==> src/rtl/mailbox_status.sv <==
module mailbox_status #(
  parameter int OBF_SRC = 4,
  parameter int IBF_SRC = 5
) (
  input  logic       clk,
  input  logic       rst_n,
  input  logic       host_wr_data,
  input  logic       host_wr_cmd,
  input  logic [7:0] host_wdata,
  input  logic       host_rd_data,
  output logic [7:0] host_rdata,
  output logic [7:0] host_status,
  input  logic       loc_rd_data,
  input  logic       loc_wr_data,
  input  logic       loc_wr_status,
  input  logic       loc_wr_mask,
  input  logic       loc_clr_src,
  input  logic [7:0] loc_wdata,
  output logic [7:0] loc_rdata,
  output logic [7:0] loc_status,
  output logic [7:0] loc_int_src,
  output logic [7:0] loc_int_mask,
  output logic       loc_irq
);
  localparam logic [7:0] SW_BITS = 8'hF4;
  localparam logic [7:0] SRC_IMPL = (8'h1 << OBF_SRC) | (8'h1 << IBF_SRC);

  logic       obf_q, ibf_q, cmd_q;
  logic [7:0] sw_q, in_byte_q, out_byte_q, src_q, mask_q;
  logic       host_wr, obf_d, ibf_d;
  logic [7:0] src_set, src_clr;

  assign host_wr = host_wr_data | host_wr_cmd;
  assign obf_d   = loc_wr_data ? 1'b1 : (host_rd_data ? 1'b0 : obf_q);
  assign ibf_d   = host_wr ? 1'b1 : (loc_rd_data ? 1'b0 : ibf_q);

  always_comb begin
    src_set = '0;
    src_set[OBF_SRC] = obf_q & ~obf_d;
    src_set[IBF_SRC] = ~ibf_q & ibf_d;
    src_clr = loc_clr_src ? loc_wdata : 8'h00;
  end

  always_ff @(posedge clk or negedge rst_n) begin
    if (!rst_n) begin
      obf_q      <= 1'b0;
      ibf_q      <= 1'b0;
      cmd_q      <= 1'b0;
      sw_q       <= '0;
      in_byte_q  <= '0;
      out_byte_q <= '0;
      src_q      <= '0;
      mask_q     <= '0;
    end else begin
      obf_q <= obf_d;
      ibf_q <= ibf_d;
      if (host_wr) begin
        in_byte_q <= host_wdata;
        cmd_q     <= host_wr_cmd;
      end
      if (loc_wr_data) out_byte_q <= loc_wdata;
      if (loc_wr_status) sw_q <= loc_wdata & SW_BITS;
      if (loc_wr_mask) mask_q <= loc_wdata;
      src_q <= ((src_q & ~src_clr) | src_set) & SRC_IMPL;
    end
  end

  assign loc_status   = sw_q | {4'b0000, cmd_q, 1'b0, ibf_q, obf_q};
  assign host_status  = loc_status;
  assign host_rdata   = out_byte_q;
  assign loc_rdata    = in_byte_q;
  assign loc_int_src  = src_q;
  assign loc_int_mask = mask_q;
  assign loc_irq      = |(src_q & mask_q);
endmodule


==> config.mk <==
export PLATFORM = sky130hd
export DESIGN_NAME = mailbox_status
export DESIGN_NICKNAME = d
export VERILOG_FILES = /design/src/rtl/mailbox_status.sv
export SDC_FILE = /design/constraint.sdc
export NUM_CORES = 1
export LEC_CHECK = 0
export ABC_AREA = 1
export BUFFER_PORTS_ARGS = -buffer_cell sky130_fd_sc_hd__buf_2
export CORE_ASPECT_RATIO = 0.7
export CORE_MARGIN = 2
export CORE_UTILIZATION = 40
export DETAILED_ROUTE_END_ITERATION = 16
export PLACE_DENSITY = 0.87
export SLEW_MARGIN = 30
export SYNTH_ARGS = -nofsm -noshare
export SYNTH_HDL_FRONTEND = slang
export SYNTH_SLANG_ARGS = --single-unit
==> constraint.sdc <==
create_clock -name clk -period 0.8 [get_ports clk]
set_input_delay 0.04 -clock clk [delete_from_list [all_inputs] [get_ports clk]]
set_output_delay 0.04 -clock clk [all_outputs]
set_load 0.02 [all_outputs]
==> implementation parameters, run 1 <==
Parameter                              Value

Die
  Starting density of the core ... 41.6%
  Die Span X ... 76.3 microns
  Number of top-level design ports ... 75
  Core Area ... 3510 sq um
  Vertical extent of the die ... 54.6 microns
  Die Area ... 4160 sq um
  Num rows ... 18

Routing
  Post-route antenna net violation count ... 0
  Wire length per cell ... 12.7 microns
  Routed via count ... 1283
  Mean number of vias per cell ... 4.21
  DRC marker count from the first detailed-route iteration ... 68
  Routed wire length ... 3890 microns
  Remaining routing DRC violations ... 0
  First-pass detailed-route iteration total ... 4

Run status
  Outcome ... complete, but fails checks
  Failing checks ... setup timing

Layout
  Share of post-route cells with drive strength above 1 ... 40.0%
  Most common cell after layout, fill and taps aside ... sky130_fd_sc_hd__nand2_1
  Number of antenna repair diodes ... 0
  Final non-filler cell area ... 2410 sq um
  Layout overhead on the synthesized area ... 65.0%
  Most frequent cells in the layout ... 62 x sky130_fd_sc_hd__nand2_1, 44 x sky130_fd_sc_hd__buf_6, 34 x sky130_fd_sc_hd__dfrtp_1
  Number of fill cells ... 307
  NumNets Final ... 280

Worst setup path
  CP Class ... register to output port
  WP depth ... 2
  Destination of the critical timing path ... loc_int_mask[4]
  Crit path max fanout ... 3
  Slowest CP cell ... sky130_fd_sc_hd__dfrtp_1
  Worst reg-to-reg setup slack ... 20 ps
  Critical Path Max Stage Delay ... 400 ps
  Worst reg2reg path startpoint ... ibf_q$_DFF_PN0_
  Category of the worst setup path capture point ... output port
  Data required time at the worst endpoint ... 760 ps
  Worst path cell trace ... buf_4 > buf_6
  Delay-heaviest family, CP ... flip-flops
  Nature of the critical path startpoint ... register
  Critical path origin ... loc_int_mask[4]$_DFFE_PN0P_
  Worst EP arrival ... 940 ps
  Endpoint of the lowest-slack register-to-register path ... loc_int_src[5]$_DFF_PN0_
  Worst Path Buf+Inv ... 2
  Reg2reg path depth ... 4

Pwr
  Switching Power ... 0.00135 W
  Flop pwr share ... 42.7%
  P_int ... 0.00334 W
  Fraction of power consumed by the clock network ... 31.5%
  Total leakage power ... 1.28 nW
  Worst-case vdd ir drop ... 1.32 mV
  Total power draw ... 0.00469 W
  Share of total power consumed by net switching ... 28.7%
  Combinational group share of total power ... 25.9%
  Power density of the placed cells ... 1940 nW/um^2

Global route
  Maximum number of pins on one net before global-route repair ... 35
  Wire length of the first global-routing pass ... 5770 microns
  Number of global-route vias before repair ... 1234
  Routing usage on met2 ... 34.8%
  Antenna violations before repair ... 0
  Met1 capacity usage during global routing ... 21.3%
  Total overflow reported by the global router ... 0
  M3 GR Usage ... 4.95%
  Most Used Layer, Global Route ... met2
  GRT Util Overall ... 18.6%

Clock network
  Clk pin slew, worst setup/hold paths ... 60 ps
  Level count of the clock H-tree ... 2
  Clock sink count ... 34
  CTS Buffer Depth ... 2
  Worst skew pair latency ... 280 ps
  CTS Root Cell ... sky130_fd_sc_hd__clkbuf_8
  Num CTS Buffers ... 5
  Clock tree from TritonCTS ... done

Place
  Total cell area at the placement stage ... 1740 sq um
  HPWL after DPL ... 2270 microns
  IO buf count ... 68
  Worst slack after detailed placement ... 79.6 ps
  Last weighted congestion value of the routability-driven placer ... 0.680

STA
  Skew final ... 0.116 ps
  Setup TNS after final layout ... -3360 ps
  Number of endpoints failing setup at the final stage ... 43
  Max Fclk ... 1020 MHz
  Unrepaired setup endpoints after global routing ... true
  Total count of max-transition violations in the final report ... 0
  Final cycle utilization of the critical path ... 122%
  Hold violation total from the final report ... 0
  Minimum setup slack in the final design ... -176 ps
  Final Critical Period ... 976 ps

Logic synthesis
  Average instance area after synthesis ... 8.92 sq um
  Fraction of the yosys area taken by sequential cells ... 58.2%
  Number of distinct library cells after synthesis ... 11
  Count of state elements after synthesis ... 34
  Synthesized instance count ... 164
  Number of warnings printed during yosys synthesis ... 0
  Post-Synthesis Cell Area ... 1460 sq um

Hold path
  Path type of the worst min-delay path ... primary input to register

Job
  Number of maximum-capacitance violations ... 0
==> tightest hold or removal path: cells and delay by family <==
family / cells / cell delay [ps]
AO/OA/AOI/OAI: 1 / 50
AND/OR/NAND/NOR: 1 / 50
buffers and inverters: 1 / 130
==> per-stage QoR <==
stage / hold WS (ps) / util [%] / std cells
detailed placement: 12.7 / 49.4 / 266
finish: 18.7 / 68.7 / 305
CTS: 14.1 / 65.6 / 296
global placement: 9.32 / 49.4 / 266
floorplan: -256 / - / 169
global route: 29.1 / 68.7 / 305
==> Yosys cell counts, drive strengths merged <==
master | n | area [sq um]
nand2 | 64 | 240
inv | 17 | 63.8
o21ai | 24 | 120
nor2 | 1 | 11.3
buf | 22 | 168
nand3 | 1 | 5.00
conb | 1 | 3.75
dfrtp | 34 | 851
==> how the worst min path moves through the flow <==
stage | startpoint | to | slack [ps] | cells after the start
4_1_cts | loc_wdata[4] | loc_int_mask[4]$_DFFE_PN0P_ | 10 | 3
3_5_place_dp | rst_n | sw_q[7]$_DFFE_PN0P_ | 10 | 2
3_3_place_gp | rst_n | loc_int_mask[7]$_DFFE_PN0P_ | 9 | 2
2_1_floorplan | rst_n | cmd_q$_DFFE_PN0P_ | -260 | 0
5_1_grt | loc_wdata[4] | host_rdata[4]$_DFFE_PN0P_ | 30 | 3
6_report | loc_wdata[4] | loc_int_mask[4]$_DFFE_PN0P_ | 20 | 3
==> sequential cells by signal, indices dropped and copies added, names as in the netlist <==
| signal | flops |
|---|---|
| obf_q | 1 |
| cmd_q | 1 |
| loc_rdata | 8 |
| ibf_q | 1 |
| loc_int_mask | 8 |
| loc_int_src | 2 |
| host_rdata | 8 |
| sw_q | 5 |
==> repair_timing <==
| action | CTS | global route |
|---|---|---|
| buffers inserted | 5 | 9 |
| pin swaps | 1 | 4 |
| resized for setup | 81 | 13 |
| setup endpoints to repair | 43 | 49 |
| hold buffers | 17 | 0 |
| endpoints found under the hold margin | 53 | 0 |
==> layer usage <==
layer | up-vias | wire [microns] | share of wire (%)
li1 | 653 | - | -
met1 | 590 | 1590 | 41
met4 | 0 | 46 | 1.2
met5 | - | 0 | 0
met3 | 7 | 170 | 4.4
met2 | 33 | 2080 | 53
==> power groups by stage <==
| stage | clock [W] | combinational, W | sequential (W) |
|---|---|---|---|
| after global placement | 0 | 0.000810 | 0.00198 |
| final | 0.00148 | 0.00121 | 0.00200 |
| after global routing | 0.00157 | 0.00130 | 0.00202 |
| after detailed placement | 0 | 0.000821 | 0.00199 |
| after CTS | 0.00150 | 0.00112 | 0.00200 |
| after floorplan | 0 | 0.000374 | 0.00217 |
==> area by class of cell <==
class                           instances  area (sq um)  area share, %
Timing Repair Buffer                  100           903           37.4
Sequential cell                        34           851           35.3
Multi-Input combinational cell         96           420           17.4
Clock buffer                            8           110           4.56
Inverter                               17          66.3           2.75
Tap cell                               50          62.6           2.59
==> cells by family (layout without fill, tap and decap cells) <==
group | Yosys count | count (layout) | synth area share [%]
and+or+nand+nor | 66 | 66 | 17.5
other | 1 | 6 | 0.256
DFF | 34 | 34 | 58.2
AOI/OAI and AO/OA | 24 | 24 | 8.21
buffers and inverters | 39 | 125 | 15.8
Note: power is estimated with default switching activity, not from simulation.
==> run 2: changes to the inputs <==
- ABC_AREA: 1 -> 0
- CORE_UTILIZATION: 40 -> 39
- PLACE_DENSITY: 0.87 -> 0.86
==> run 2 against run 1 <==
  * Sequential power grew 3%
  * Die area down 1.7%
  * The run still ends with setup timing left
  * Clock skew about the same
  * Final area is 4.1% lower
  * Worst hold slack got worse by 9.9 ps
  * Sequential share of layout area is 3.1 points higher
  * Core utilization shrank 2.4 points
  * Synthesized cell count fell by 41%
==> implementation parameters, run 2 <==
Parameter                              Value

Worst setup path
  Data required time at the worst endpoint ... 760 ps
  Nature of the critical path startpoint ... register
  Crit path max fanout ... 2
  Worst Path Buf+Inv ... 1
  Worst reg2reg path startpoint ... loc_int_mask[4]$_DFFE_PN0P_
  Worst reg-to-reg setup slack ... -110 ps
  Worst path cell trace ... a22o_1 > buf_6
  Delay-heaviest family, CP ... flip-flops
  Critical Path Max Stage Delay ... 410 ps
  CP Class ... register to output port
  Endpoint of the lowest-slack register-to-register path ... loc_int_mask[4]$_DFFE_PN0P_
  Category of the worst setup path capture point ... output port
  Reg2reg path depth ... 2
  Slowest CP cell ... sky130_fd_sc_hd__dfrtp_2
  Worst EP arrival ... 1070 ps

Job
  Number of maximum-capacitance violations ... 0

Logic synthesis
  Average instance area after synthesis ... 14.6 sq um
  Share of flip-flops with an asynchronous set or reset after synthesis ... 100%
  Fraction of the yosys area taken by sequential cells ... 60.8%
  Fraction of synthesized cell area taken by the top area cell type ... 60.8%
  Synth Flop Type ... sky130_fd_sc_hd__dfrtp_1
  Most frequent cell after synthesis ... sky130_fd_sc_hd__dfrtp_1
  Number of warnings printed during yosys synthesis ... 0
  Post-Synthesis Cell Area ... 1400 sq um
  Synth area leaders ... sky130_fd_sc_hd__dfrtp_1 61%, sky130_fd_sc_hd__mux2_2 23%, sky130_fd_sc_hd__buf_4 9.1%, sky130_fd_sc_hd__o2bb2ai_1 1.3%, sky130_fd_sc_hd__inv_1 0.80%
  Most used standard cells in the synthesized netlist ... 34 x sky130_fd_sc_hd__dfrtp_1, 29 x sky130_fd_sc_hd__mux2_2, 17 x sky130_fd_sc_hd__buf_4, 3 x sky130_fd_sc_hd__inv_1, 3 x sky130_fd_sc_hd__nand2_1
  Count of state elements after synthesis ... 34
  Number of distinct library cells after synthesis ... 13
  Number of enable flip-flop cells after synthesis ... 0
  Leading area contributor after synthesis ... sky130_fd_sc_hd__dfrtp_1
  Synthesized instance count ... 96

Die
  Vertical extent of the die ... 54.1 microns
  Starting density of the core ... 40.1%
  Core Area ... 3490 sq um
  Die Area ... 4090 sq um
  Num rows ... 18
  Number of top-level design ports ... 75
  Die Span X ... 75.6 microns

STA
  Skew final ... 0.118 ps
  Final Critical Period ... 1110 ps
  Minimum setup slack in the final design ... -308 ps
  Number of endpoints failing setup at the final stage ... 51
  Total count of max-transition violations in the final report ... 0
  Hold violation total from the final report ... 0
  Worst slack on hold paths ... 8.84 ps
  Setup TNS after final layout ... -3940 ps
  Final cycle utilization of the critical path ... 138%
  Max Fclk ... 903 MHz
  Unrepaired setup endpoints after global routing ... true

Layout
  Most common cell after layout, fill and taps aside ... sky130_fd_sc_hd__buf_6
  Sequential Area ... 887 sq um
  NumNets Final ... 199
  Share of post-route cells with drive strength above 1 ... 82.8%
  Layout overhead on the synthesized area ... 65.2%
  Area used by multi-input combinational logic ... 470 sq um
  Number of antenna repair diodes ... 0
  Most frequent cells in the layout ... 46 x sky130_fd_sc_hd__buf_6, 29 x sky130_fd_sc_hd__dfrtp_2, 25 x sky130_fd_sc_hd__buf_2
  Final Instance Count excl. Fillers ... 224
  Number of fill cells ... 259
  Final non-filler cell area ... 2310 sq um

Global route
  Total overflow reported by the global router ... 0
  Number of global-route vias before repair ... 1032
  GRT Util Overall ... 17.6%
  Antenna violations before repair ... 0
  Wire length of the first global-routing pass ... 5140 microns
  Maximum number of pins on one net before global-route repair ... 35

Routing
  DRC marker count from the first detailed-route iteration ... 12
  Mean number of vias per cell ... 4.61
  Routed wire length ... 3720 microns
  First-pass detailed-route iteration total ... 3
  Wire length per cell ... 16.6 microns
  Routed via count ... 1033
  Post-route antenna net violation count ... 0
  Remaining routing DRC violations ... 0

Hold path
  Hold Path Sink ... cmd_q$_DFFE_PN0P_
  Depth of the worst hold-timing path ... 2
  Path type of the worst min-delay path ... primary input to register
  Worst Min Path Start ... host_wr_cmd

Clock network
  CTS Root Cell ... sky130_fd_sc_hd__clkbuf_8
  Worst skew pair latency ... 280 ps
  Clk pin slew, worst setup/hold paths ... 70 ps
  Num CTS Buffers ... 5
  Clock sink count ... 34
  CTS Buffer Depth ... 2
  Level count of the clock H-tree ... 2
  Clock tree from TritonCTS ... done

Pwr
  Power density of the placed cells ... 2000 nW/um^2
  Fraction of power consumed by the clock network ... 27.7%
  Switching Power ... 0.00132 W
  Total leakage power ... 1.09 nW
  Flop pwr share ... 44.4%
  P_int ... 0.00331 W
  Combinational group share of total power ... 27.9%
  Share of total power consumed by net switching ... 28.5%
  Worst-case vdd ir drop ... 1.20 mV

Place
  Worst slack after detailed placement ... -82.1 ps
  HPWL after DPL ... 2170 microns
  Instance count after placement with tap cells included ... 203
  Total cell area at the placement stage ... 1800 sq um
  IO buf count ... 68
  Last weighted congestion value of the routability-driven placer ... 0.661

Run status
  Failing checks ... setup timing
  Outcome ... complete, but fails checks
## run 2: cells by family (layout without fill, tap and decap cells)
logic type,Yosys count,count (layout),share of synthesized area [%]
AOI/OAI and AO/OA,6,6,3.40
and+or+nand+nor,4,4,1.61
buffers and inverters,22,95,10.6
DFF,34,34,60.8
other,1,6,0.268
muxes,29,29,23.3
## run 2: worst max path at each step
stage | from | to | slack, ps | cells after the start
finish | loc_int_mask[4]$_DFFE_PN0P_ | loc_irq | -310 | 2
CTS | loc_int_mask[4]$_DFFE_PN0P_ | loc_irq | -280 | 2
global route | loc_int_mask[4]$_DFFE_PN0P_ | loc_irq | -340 | 2
detailed placement | host_wr_cmd | loc_rdata[4]$_DFFE_PN0P_ | -80 | 4
global placement | host_wr_cmd | loc_rdata[2]$_DFFE_PN0P_ | -40 | 4
floorplan | sw_q[2]$_DFFE_PN0P_ | sw_q[2]$_DFFE_PN0P_ | -20 | 1
## run 2: metrics by stage
step	power [W]	util (%)
after floorplan	0.00264	-
after global placement	0.00292	51.5
after detailed placement	0.00295	51.5
after CTS	0.00456	64.4
after global routing	0.00485	66.3
final	0.00462	66.3
## run 2: what timing repair did
action	in CTS	in global routing
hold buffers	8	1
endpoints found under the hold margin	41	1
gates resized for setup	85	12
setup buffers	2	2
pin swaps	0	1
endpoints found under the setup margin	43	63
## run 2: cell type report
class | count | share of cell area [%]
clock inverters | 1 | 0.216
flip-flops and latches | 34 | 38.3
multi-input cells | 45 | 20.3
inverters | 3 | 0.487
repair buffers | 84 | 34.2
clock buffers | 7 | 3.73
well taps | 50 | 2.70
## run 2: per-layer routing
| layer | vias up | GRT usage [%] | share of wire, % |
|---|---|---|---|
| met2 | 42 | 31.6 | 56 |
| met4 | 0 | 7.02 | 1.8 |
| met5 | - | 0 | 0 |
| li1 | 456 | - | - |
| met3 | 8 | 3.93 | 3.9 |
| met1 | 527 | 20.4 | 38 |
## run 2: power by group through the flow
stage	Combinational, W	Sequential (W)	Clock (W)
floorplan	0.000406	0.00223	0
CTS	0.00120	0.00205	0.00131
detailed placement	0.000914	0.00204	0
finish	0.00129	0.00205	0.00128
global route	0.00136	0.00207	0.00141
global placement	0.000891	0.00203	0
==> run 3: changes to the inputs <==
- PLACE_DENSITY: 0.86 -> 0.7
==> run 3 against run 2 <==
  * The flow still finishes with violations (setup timing)
  * Global-route usage hardly changed
  * Final area is 3.5% higher
  * Sequential power hardly changed
  * Via count is 0.97% higher
  * Critical path depth stayed put
  * Maximum frequency is 2.7% higher
  * Count of clock-buffer cells in the layout stayed put
  * Power hardly changed
==> implementation parameters, run 3 (same netlist as run 2, synthesis figures left out) <==
Parameter                              Value

Worst setup path
  Nature of the critical path startpoint ... register
  Category of the worst setup path capture point ... output port
  CP Class ... register to output port
  Worst EP arrival ... 1040 ps
  Data required time at the worst endpoint ... 760 ps
  Crit path max fanout ... 2

Layout
  Share of post-route cells with drive strength above 1 ... 81.4%
  Layout overhead on the synthesized area ... 71.0%
  Most frequent cells in the layout ... 49 x sky130_fd_sc_hd__buf_6, 29 x sky130_fd_sc_hd__dfrtp_2, 26 x sky130_fd_sc_hd__buf_2
  Number of antenna repair diodes ... 0
  Most common cell after layout, fill and taps aside ... sky130_fd_sc_hd__buf_6
  Number of fill cells ... 260
  NumNets Final ... 208
  Final non-filler cell area ... 2390 sq um
  Utilization after layout ... 68.6%

Routing
  First-pass detailed-route iteration total ... 3
  Routed wire length ... 3490 microns
  Wire length per cell ... 15.0 microns
  Mean number of vias per cell ... 4.48
  DRC marker count from the first detailed-route iteration ... 36
  Routed via count ... 1043
  Post-route antenna net violation count ... 0
  Remaining routing DRC violations ... 0

Pwr
  Total power draw ... 0.00462 W
  Worst-case vdd ir drop ... 1.16 mV
  Power density of the placed cells ... 1930 nW/um^2
  Total leakage power ... 1.13 nW

Run status
  Failing checks ... setup timing
  Outcome ... complete, but fails checks

Clock network
  Level count of the clock H-tree ... 2
  Clk pin slew, worst setup/hold paths ... 70 ps
  Clock sink count ... 34
  Num CTS Buffers ... 5
  Worst skew pair latency ... 270 ps
  Clock tree from TritonCTS ... done
  CTS Root Cell ... sky130_fd_sc_hd__clkbuf_8
  CTS Buffer Depth ... 2

Die
  Num rows ... 18
  Vertical extent of the die ... 54.1 microns
  Starting density of the core ... 40.1%
  Number of top-level design ports ... 75
  Core Area ... 3490 sq um
  Die Area ... 4090 sq um
  Die Span X ... 75.6 microns

Global route
  Number of global-route vias before repair ... 1010
  Met1 capacity usage during global routing ... 20.2%
  M3 GR Usage ... 5.99%
  Most Used Layer, Global Route ... met2
  Maximum number of pins on one net before global-route repair ... 35
  Wire length of the first global-routing pass ... 4970 microns
  GRT Util Overall ... 17.6%
  Routing usage on met2 ... 29.6%
  Total overflow reported by the global router ... 0
  Antenna violations before repair ... 0

STA
  Number of endpoints failing setup at the final stage ... 50
  Final cycle utilization of the critical path ... 135%
  Minimum setup slack in the final design ... -278 ps
  Max Fclk ... 927 MHz
  Hold violation total from the final report ... 0
  Total count of max-transition violations in the final report ... 0
  Final Critical Period ... 1080 ps
  Skew final ... 0.268 ps
  Unrepaired setup endpoints after global routing ... true

Job
  Number of maximum-capacitance violations ... 0

Place
  IO buf count ... 68
  Total cell area at the placement stage ... 1820 sq um
  Last weighted congestion value of the routability-driven placer ... 0.704
  HPWL after DPL ... 2180 microns
  Worst slack after detailed placement ... -73.1 ps

Hold path
  Path type of the worst min-delay path ... primary input to register
[run 3: changes by cell type in the layout (fill, tap and decap cells not counted), sizes merged]
| cell | previous run | this run |
|---|---|---|
| buf | 75 | 80 |
| dlygate4sd3 | 8 | 11 |
| dlymetal6s4s | 1 | 2 |
[run 3: final timing paths]
| path | start | to | slack (ps) | depth (start not counted) |
|---|---|---|---|---|
| max in group asynchronous | rst_n | sw_q[5]$_DFFE_PN0P_ | 360 | 3 |
| min in group asynchronous | rst_n | loc_rdata[1]$_DFFE_PN0P_ | 240 | 3 |
| worst min register to register | host_rdata[0]$_DFFE_PN0P_ | host_rdata[0]$_DFFE_PN0P_ | 530 | 1 |
| worst max-delay path | loc_int_mask[4]$_DFFE_PN0P_ | loc_irq | -280 | 2 |
| worst min-delay path | loc_wdata[1] | loc_int_mask[1]$_DFFE_PN0P_ | 20 | 2 |
| worst max register to register | loc_int_mask[4]$_DFFE_PN0P_ | loc_int_mask[4]$_DFFE_PN0P_ | -120 | 2 |
[run 3: final cells by class]
class / count / area [sq um] / area share, %
clock inverters: 1 / 5.00 / 0.209
inverters: 3 / 11.3 / 0.470
well taps: 50 / 62.6 / 2.61
repair buffers: 93 / 880 / 36.7
multi-input cells: 45 / 462 / 19.3
flip-flops and latches: 34 / 887 / 37.1
clock buffers: 7 / 86.3 / 3.61
[run 3: worst max-delay path, stage by stage (launching register included)]
cell and delay [ps]:
sky130_fd_sc_hd__dfrtp_2 420, sky130_fd_sc_hd__a22o_1 220, sky130_fd_sc_hd__buf_6 130
[run 3: repair_timing]
item                       CTS  global route
pin swaps                    1             1
setup endpoints to repair   43            62
hold endpoints to repair    47             0
buffers inserted             4             2
hold buffers                13             0
gates resized for setup     84            13
[run 3: where the power goes]
part | internal, W | switching [W]
sequential | 0.00191 | 0.000142
clock | 0.000693 | 0.000575
combinational | 0.000728 | 0.000575
total | 0.00333 | 0.00129
[run 3: through the flow]
stage	setup TNS (ps)	hold WS [ps]	cells
2_1_floorplan	-441	-256	101
3_3_place_gp	-250	6.95	206
3_5_place_dp	-506	13.0	206
4_1_cts	-4330	7.47	231
5_1_grt	-5750	10.2	233
6_report	-4280	17.3	233
[run 3: layer usage]
| layer | share of wire [%] | wire (microns) |
|---|---|---|
| met1 | 38 | 1340 |
| met5 | 0 | 0 |
| met2 | 54 | 1890 |
| met3 | 6.0 | 209 |
| met4 | 1.6 | 56 |
